File: config.mk
export PLATFORM = sky130hd
export DESIGN_NAME = irq_flag_bank
export DESIGN_NICKNAME = d
export VERILOG_FILES = /design/src/rtl/irq_flag_pkg.sv /design/src/rtl/irq_flag_decode.sv /design/src/rtl/irq_flag_reg.sv /design/src/rtl/irq_flag_rdmux.sv /design/src/rtl/irq_flag_bank.sv
export SDC_FILE = /design/constraint.sdc
export NUM_CORES = 1
export LEC_CHECK = 0
export BUFFER_PORTS_ARGS = -buffer_cell sky130_fd_sc_hd__buf_2
export CORE_UTILIZATION = 49
export CTS_CLUSTER_SIZE = 10
export DETAILED_ROUTE_END_ITERATION = 12
export PLACE_DENSITY = 0.95
export SLEW_MARGIN = 20
export SYNTH_ARGS = -nofsm -noshare
export SYNTH_HDL_FRONTEND = slang
export SYNTH_SLANG_ARGS = --single-unit
export TNS_END_PERCENT = 10
File: constraint.sdc
create_clock -name clk -period 3.4 [get_ports clk]
set_input_delay 0.34 -clock clk [delete_from_list [all_inputs] [get_ports clk]]
set_output_delay 0.34 -clock clk [all_outputs]
set_load 0.02 [all_outputs]
File: src/rtl/irq_flag_pkg.sv
package irq_flag_pkg;
    localparam int REG_W    = 8;
    localparam int NUM_REGS = 3;

    typedef enum logic [1:0] {
        OP_IDLE  = 2'd0,
        OP_WRITE = 2'd1,
        OP_BSET  = 2'd2,
        OP_BCLR  = 2'd3
    } bus_op_e;
endpackage

File: src/rtl/irq_flag_decode.sv
module irq_flag_decode
    import irq_flag_pkg::*;
#(
    parameter int          ADDR_W    = 16,
    parameter logic [15:0] BASE_ADDR = 16'hFFE0,
    parameter int          NUM_FLAGS = 18,
    parameter int          IDX_W     = 5
) (
    input  logic [ADDR_W-1:0]         addr,
    input  logic                      ack_valid,
    input  logic [IDX_W-1:0]          ack_idx,
    output logic [NUM_REGS-1:0]       sel,
    output logic [NUM_REGS*REG_W-1:0] ack_clr
);
    localparam int PAD_W = NUM_REGS * REG_W;

    for (genvar r = 0; r < NUM_REGS; r++) begin : g_sel
        assign sel[r] = (addr == ADDR_W'(BASE_ADDR + 16'(r)));
    end

    for (genvar k = 0; k < PAD_W; k++) begin : g_ack
        if (k < NUM_FLAGS) begin : g_impl
            assign ack_clr[k] = ack_valid && (ack_idx == IDX_W'(k));
        end else begin : g_none
            assign ack_clr[k] = 1'b0;
        end
    end
endmodule

File: src/rtl/irq_flag_reg.sv
module irq_flag_reg
    import irq_flag_pkg::*;
#(
    parameter int W    = 8,
    parameter int IMPL = 8
) (
    input  logic                 clk,
    input  logic                 rst_n,
    input  logic                 sel,
    input  logic [1:0]           op,
    input  logic [$clog2(W)-1:0] pos,
    input  logic [W-1:0]         wdata,
    input  logic [W-1:0]         hw_set,
    input  logic [W-1:0]         ack_clr,
    output logic [W-1:0]         q
);
    localparam logic [W-1:0] MASK = {W{1'b1}} >> (W - IMPL);

    typedef struct packed {
        logic [W-1:0] flags;
    } reg_state_t;

    reg_state_t state_d, state_q;
    bus_op_e    op_e;

    assign op_e = bus_op_e'(op);

    always_comb begin
        state_d = state_q;
        if (sel) begin
            case (op_e)
                OP_WRITE: state_d.flags = wdata;
                OP_BSET:  state_d.flags[pos] = 1'b1;
                OP_BCLR:  state_d.flags[pos] = 1'b0;
                default:  ;
            endcase
        end
        state_d.flags = state_d.flags & ~ack_clr;
        state_d.flags = state_d.flags | hw_set;
        state_d.flags = state_d.flags & MASK;
    end

    always_ff @(posedge clk or negedge rst_n) begin
        if (!rst_n) begin
            state_q <= '0;
        end else begin
            state_q <= state_d;
        end
    end

    assign q = state_q.flags;
endmodule

File: src/rtl/irq_flag_rdmux.sv
module irq_flag_rdmux
    import irq_flag_pkg::*;
(
    input  logic [NUM_REGS*REG_W-1:0] regs_flat,
    input  logic [NUM_REGS-1:0]       sel,
    output logic [REG_W-1:0]          rd8,
    output logic [2*REG_W-1:0]        rd16
);
    always_comb begin
        rd8 = '0;
        for (int r = 0; r < NUM_REGS; r++) begin
            if (sel[r]) rd8 = rd8 | regs_flat[r*REG_W +: REG_W];
        end
        rd16 = sel[0] ? regs_flat[2*REG_W-1:0] : '0;
    end
endmodule

File: src/rtl/irq_flag_bank.sv
module irq_flag_bank
    import irq_flag_pkg::*;
#(
    parameter int          ADDR_W    = 16,
    parameter logic [15:0] BASE_ADDR = 16'hFFE0,
    parameter int          HI_IMPL   = 2,
    localparam int         NUM_FLAGS = (NUM_REGS - 1) * REG_W + HI_IMPL,
    localparam int         IDX_W     = $clog2(NUM_FLAGS)
) (
    input  logic                 clk,
    input  logic                 rst_n,
    input  logic [NUM_FLAGS-1:0] src_req,
    input  logic                 ack_valid,
    input  logic [IDX_W-1:0]     ack_idx,
    input  logic [1:0]           bus_op,
    input  logic [ADDR_W-1:0]    bus_addr,
    input  logic [2:0]           bus_bit,
    input  logic [REG_W-1:0]     bus_wdata,
    output logic [REG_W-1:0]     rd_data8,
    output logic [2*REG_W-1:0]   rd_data16,
    output logic [NUM_FLAGS-1:0] flags_o
);
    localparam int PAD_W = NUM_REGS * REG_W;

    logic [NUM_REGS-1:0] sel;
    logic [PAD_W-1:0]    ack_clr;
    logic [PAD_W-1:0]    src_pad;
    logic [PAD_W-1:0]    regs_flat;

    assign src_pad = PAD_W'(src_req);

    irq_flag_decode #(
        .ADDR_W    (ADDR_W),
        .BASE_ADDR (BASE_ADDR),
        .NUM_FLAGS (NUM_FLAGS),
        .IDX_W     (IDX_W)
    ) u_decode (
        .addr      (bus_addr),
        .ack_valid (ack_valid),
        .ack_idx   (ack_idx),
        .sel       (sel),
        .ack_clr   (ack_clr)
    );

    for (genvar r = 0; r < NUM_REGS; r++) begin : g_reg
        localparam int IMPL = (r == NUM_REGS - 1) ? HI_IMPL : REG_W;
        irq_flag_reg #(
            .W    (REG_W),
            .IMPL (IMPL)
        ) u_reg (
            .clk     (clk),
            .rst_n   (rst_n),
            .sel     (sel[r]),
            .op      (bus_op),
            .pos     (bus_bit),
            .wdata   (bus_wdata),
            .hw_set  (src_pad[r*REG_W +: REG_W]),
            .ack_clr (ack_clr[r*REG_W +: REG_W]),
            .q       (regs_flat[r*REG_W +: REG_W])
        );
    end

    irq_flag_rdmux u_rdmux (
        .regs_flat (regs_flat),
        .sel       (sel),
        .rd8       (rd_data8),
        .rd16      (rd_data16)
    );

    assign flags_o = regs_flat[NUM_FLAGS-1:0];
endmodule

==> flow_summary.json, run 1 <==
{
  "status": "complete, no violations",
  "maxCapViolCount": 0,
  "reg2regPathDepth": 3,
  "cts_root_buf": "clkbuf_8",
  "finalHoldViolCount": 0,
  "nets": 366,
  "cts_buffers": 3,
  "synthCells": 222,
  "grtUsageMet3_pct": 4.197,
  "finalPower_uw": 505.4,
  "ys_types": 52,
  "crit_top_cell": "buf_2",
  "postCtsSetupBuffers": 0,
  "synth_top_flop_cell": "dfrtp_1",
  "cts_tree": "yes",
  "crit_path_end": "rd_data8[5]",
  "wl_mm": 5.806,
  "gp_congestion": 0.9681,
  "antenna_found_initial": 0,
  "timing.rr.end": "g_reg[1].u_reg.q[1]$_DFF_PN0_",
  "start_util_pct": 52.85,
  "rsz0062_at_grt": "no",
  "cts_sinks": 18,
  "slowest_delay_ns": 0.67,
  "fin_skew_ns": 0,
  "synth_edf_count": 0,
  "fin_tns_setup_ns": 0,
  "critPathRequiredTime_ns": 3.06,
  "setup_viol": 0,
  "critPathCaptureType": "primary output",
  "path_depth": 6,
  "maxSlewViolCount": 0,
  "grt_use_total_pct": 29.85,
  "fin_crit_sh_pct": 78.94,
  "ys_seq_area_share_pct": 24.76,
  "met1_usage_pct": 40.00,
  "min_period_ns": 2.684,
  "synth-seq-cells": 18,
  "io_pins": 97,
  "arrival_ns": 2.34,
  "dieHeight_um": 62.93,
  "crit_chain": "buf_2, nand4b_1, or4_1, nor2_2, a22o_1, buf_2",
  "via_per_inst": 6.254,
  "dp_hpwl_mm": 4.399,
  "r2r-start": "g_reg[1].u_reg.q[1]$_DFF_PN0_",
  "max_freq_mhz": 372.6,
  "syn_to_final_growth_pct": 29.57,
  "relSlewSlack_pct": 56.88,
  "path_delay_family": "simple AND/OR/NAND/NOR gates",
  "setup_ws_ns": 0.7162,
  "hp-class": "in2async",
  "synth.net_count": 277,
  "die-area_um2": 3960,
  "netlist_area_um2": 1819,
  "grt_start_max_net_pins": 22,
  "cp_slowest_cell": "or4_1",
  "p_per_area_nw_per_um2": 214.4,
  "ant_nets": 0,
  "clk_pin_slew_ns": 0.07,
  "crit_path_max_fanout": 19,
  "post-place-ws_ns": 0.7358,
  "worst_pin_slew_ns": 0.6461,
  "critPathLaunchType": "input port",
  "leakage_nw": 1.101,
  "core_um2": 3442,
  "grt_first_pass_wirelength_mm": 9.418,
  "final_util_pct": 68.48,
  "grt_use_met2_pct": 48.39,
  "clk_path_buf_depth": 2,
  "die_width_um": 62.93,
  "vdd_drop_max_mv": 0.1133,
  "vias": 2220,
  "grt-ovfl-total": 0,
  "crit_start": "bus_addr[4]",
  "portBuffers": 96,
  "insertion_delay_ns": 0.26,
  "grt.busiest_layer": "met2",
  "syn_avg_cell_area_um2": 8.195,
  "path_buf_inv": 2,
  "drt_pass1_iterations": 6,
  "post_cts_resized": 0,
  "drc": 0,
  "diodes": 0,
  "async_reset_ff_share_pct": 100.0,
  "crit_type": "in2out",
  "drive_gt1_share_pct": 38.19,
  "synth_warnings": 0,
  "drt_iter0_markers": 168,
  "wl_per_cell_um": 16.35,
  "ctsHoldBuffers": 0,
  "grt_pass1_vias": 2003,
  "cts_htree_levels": 1,
  "r2r_setup_slack_ns": 2.02,
  "largest_register_ffs": 18,
  "rows": 21
}
[synthesized netlist by cell type, types with 5 or more instances]
master     n  share of area (%)
o21ai_0    7                1.9
clkbuf_1  10                2.1
a21oi_1    5                1.4
nand4_1    5                1.7
and2_1    21                7.2
a21o_1     5                2.1
nand2_1    8                1.7
a311oi_1   6                2.9
nor3_1     5                1.4
nand3b_1   8                3.3
mux2i_1    7                3.9
dfrtp_1   18                 25
inv_1     15                3.1
a22o_1     6                2.9
nor2_1    23                4.7
a31o_2     6                2.9
[metrics by stage]
| step | hold WS [ns] | cells | instance area (µm²) |
|---|---|---|---|
| finish | 0.01403 | 355 | 2357 |
| global route | 0.04498 | 355 | 2357 |
| CTS | 0.02424 | 355 | 2357 |
| detailed placement | 0.2993 | 352 | 2316 |
| global placement | 0.2953 | 352 | 2316 |
| floorplan | 0.04441 | 222 | 1819 |
[worst reg2reg max path: cells and delay by family, from the launching register on]
family / cells / cell delay, ns
AO/OA/AOI/OAI: 2 / 0.55
flip-flops: 1 / 0.43
multiplexers: 1 / 0.27
[worst min path at each step]
stage,from,end,slack [ns],cells past startpoint
floorplan,rst_n,g_reg[0].u_reg.q[0]$_DFF_PN0_,0.04,0
global placement,rst_n,g_reg[0].u_reg.q[6]$_DFF_PN0_,0.30,1
detailed placement,rst_n,g_reg[0].u_reg.q[6]$_DFF_PN0_,0.30,1
CTS,rst_n,g_reg[0].u_reg.q[6]$_DFF_PN0_,0.02,1
global route,rst_n,g_reg[0].u_reg.q[6]$_DFF_PN0_,0.04,1
finish,rst_n,g_reg[0].u_reg.q[6]$_DFF_PN0_,0.01,1
[kinds of logic after synthesis]
group	after synthesis	synth area share [%]
buffers and inverters	29	6.189
DFF	18	24.76
AOI/OAI and AO/OA	68	31.29
and+or+nand+nor	99	33.29
muxes	8	4.471
[area by class of cell]
type	count	area [µm²]
tap	46	57.56
clock buffer	3	41.29
timing repair buffer	98	495.5
fill	295	1085
inverter	15	56.30
sequential	18	450.4
multi-input combinational	175	1256
[per-layer routing]
metal  routed length [µm]  up-vias
met5                    0        -
met4                  157        0
met3                  664       20
met2                 2776      165
met1                 2208     1008
li1                     -     1027
[report_power, final]
part	internal [mW]	switching (mW)
Clock	0.0791	0.0765
Sequential	0.217	0.00331
Combinational	0.0539	0.0758
[cell usage in the layout, fill, tap and decap left out, types with 3 or more instances in the layout]
| cell | netlist | final |
|---|---|---|
| buf_2 | 2 | 96 |
| nor2_1 | 23 | 23 |
| and2_1 | 21 | 21 |
| dfrtp_1 | 18 | 18 |
| inv_1 | 15 | 15 |
| nand3b_1 | 8 | 8 |
| nand2_1 | 8 | 8 |
| o21ai_0 | 7 | 7 |
| mux2i_1 | 7 | 7 |
| a311oi_1 | 6 | 6 |
| a31o_2 | 6 | 6 |
| a22o_1 | 6 | 6 |
| nand4_1 | 5 | 5 |
| nor3_1 | 5 | 5 |
| a21o_1 | 5 | 5 |
| a21oi_1 | 5 | 5 |
| nand2b_1 | 4 | 4 |
| nor2b_1 | 4 | 4 |
| o311ai_2 | 4 | 4 |
| o311ai_0 | 4 | 4 |
| o21bai_1 | 3 | 3 |
| o221ai_1 | 3 | 3 |
| clkbuf_8 | 0 | 3 |
Power figures use the tool's default switching activity.
==> run 2: changes to the inputs <==
- CORE_UTILIZATION: 49 -> 46
- PLACE_DENSITY: 0.95 -> 0.91
- clock period: 3.4 -> 2.55 ns (I/O delays scaled with it)
==> run 2 against run 1 <==
Sequential cell count did not move. Largest power group unchanged. Critical endpoint is now rd_data16[11]. Routed wire length rose by 10%. Power rose by 42%. Critical path type unchanged. Utilization fell by 3.9 points. Clock skew did not move.
==> flow_summary.json, run 2 (synthesis results as in run 1) <==
{
  "final_util_pct": 64.55,
  "drive_gt1_share_pct": 38.66,
  "layout_common_cells": "96 x buf_2, 23 x nor2_1, 21 x and2_1",
  "via_per_inst": 6.374,
  "setup_viol": 0,
  "drt_iter0_markers": 244,
  "grt_use_total_pct": 30.69,
  "arrival_ns": 2.04,
  "status": "complete, no violations",
  "fin_crit_sh_pct": 90.03,
  "maxSlewViolCount": 0,
  "vdd_drop_max_mv": 0.1323,
  "cts_htree_levels": 1,
  "crit_type": "in2out",
  "clk_path_buf_depth": 2,
  "vias": 2301,
  "fillers": 324,
  "rows": 22,
  "place_inst": 356,
  "postCtsSetupBuffers": 0,
  "seqPwrFrac_pct": 40.8,
  "crit_top_cell": "buf_2",
  "dieHeight_um": 64.89,
  "worst_pin_slew_ns": 0.6808,
  "crit_chain": "buf_2, nand4b_1, or4_1, nor2_2, buf_4, and2_1, buf_2",
  "die_width_um": 64.89,
  "core_um2": 3716,
  "fin_tns_setup_ns": 0,
  "diodes": 0,
  "largest_register_ffs": 18,
  "nets": 369,
  "cts_tree": "yes",
  "grt_first_pass_wirelength_mm": 10.03,
  "leakage_nw": 1.122,
  "wl_mm": 6.408,
  "ctsHoldBuffers": 1,
  "gp_congestion": 0.9615,
  "p_clk_share_pct": 34.5,
  "finalPower_uw": 718.7,
  "slowest_delay_ns": 0.68,
  "post_cts_resized": 0,
  "power_frac_comb_pct": 24.7,
  "fin_cells": 361,
  "crit_path_max_fanout": 17,
  "clk_pin_slew_ns": 0.08,
  "min_period_ns": 2.296,
  "wl_per_cell_um": 17.75,
  "mostFrequentLayoutCell": "buf_2",
  "p_per_area_nw_per_um2": 299.6,
  "drc": 0,
  "grt_start_max_net_pins": 22,
  "start_util_pct": 48.96,
  "die-area_um2": 4210,
  "antenna_found_initial": 0,
  "relSlewSlack_pct": 53.97,
  "cts_sinks": 18,
  "maxCapViolCount": 0,
  "critPathRequiredTime_ns": 2.30,
  "switching_share_pct": 30.50,
  "hp-class": "in2reg",
  "dp_hpwl_mm": 4.893,
  "cts_root_buf": "clkbuf_8",
  "syn_to_final_growth_pct": 31.84,
  "portBuffers": 96,
  "switchingPower_uw": 219.2,
  "critPathLaunchType": "input port",
  "power.internal_uw": 499.5,
  "max_freq_mhz": 435.6,
  "grt-ovfl-total": 0,
  "io_pins": 97,
  "rsz0062_at_grt": "no",
  "cp_slowest_cell": "or4_1",
  "finalHoldViolCount": 0,
  "critPathCaptureType": "primary output",
  "fin_skew_ns": 0,
  "drt_pass1_iterations": 5,
  "cts_buffers": 3,
  "ant_nets": 0,
  "insertion_delay_ns": 0.26,
  "grt_pass1_vias": 2110
}
## run 2: cell type report
| class | instances | area (µm²) | area share [%] |
|---|---|---|---|
| Clock buffer | 4 | 55.05 | 2.295 |
| Timing Repair Buffer | 101 | 520.5 | 21.70 |
| Tap cell | 48 | 60.06 | 2.504 |
| Sequential cell | 18 | 450.4 | 18.78 |
| Inverter | 15 | 56.30 | 2.347 |
| Multi-Input combinational cell | 175 | 1256 | 52.37 |
## run 2: layer usage
metal  global-route usage [%]  vias up  routed length, µm
li1                         -     1034                  -
met1                    39.59     1043               2409
met2                    49.22      187               3047
met3                    3.873       37                659
met4                    16.67        0                293
met5                        0        -                  0
## run 2: worst paths after layout
check | cells past startpoint | from | slack, ns | end
setup reg to reg | 3 | g_reg[1].u_reg.q[1]$_DFF_PN0_ | 0.97 | g_reg[1].u_reg.q[1]$_DFF_PN0_
hold reg to reg | 2 | g_reg[0].u_reg.q[7]$_DFF_PN0_ | 0.58 | g_reg[0].u_reg.q[7]$_DFF_PN0_
hold / removal | 2 | src_req[7] | 0.18 | g_reg[0].u_reg.q[7]$_DFF_PN0_
setup / recovery | 7 | bus_addr[4] | 0.25 | rd_data16[11]
min in group asynchronous | 2 | rst_n | 0.45 | g_reg[0].u_reg.q[4]$_DFF_PN0_
max in group asynchronous | 2 | rst_n | 1.79 | g_reg[2].u_reg.q[1]$_DFF_PN0_
## run 2: per-stage QoR
| step | worst slack, ns | area (µm²) | hold WS, ns |
|---|---|---|---|
| after global routing | 0.1345 | 2399 | 0.1784 |
| after detailed placement | 0.3153 | 2333 | 0.2200 |
| after global placement | 0.3898 | 2333 | 0.2163 |
| final | 0.2541 | 2399 | 0.1821 |
| after CTS | 0.2767 | 2399 | 0.1891 |
| after floorplan | 0.3886 | 1819 | -0.04059 |
## run 2: critical path: cells and delay by family
kind | cells | cell delay [ns]
buffers and inverters | 3 | 0.49
AND/OR/NAND/NOR | 4 | 1.29
## run 2: power groups by stage
stage | clock, mW | sequential (mW) | combinational (mW)
detailed placement | 0 | 0.299 | 0.170
global placement | 0 | 0.298 | 0.165
finish | 0.248 | 0.293 | 0.178
global route | 0.260 | 0.293 | 0.191
CTS | 0.243 | 0.293 | 0.173
floorplan | 0 | 0.302 | 0.0898
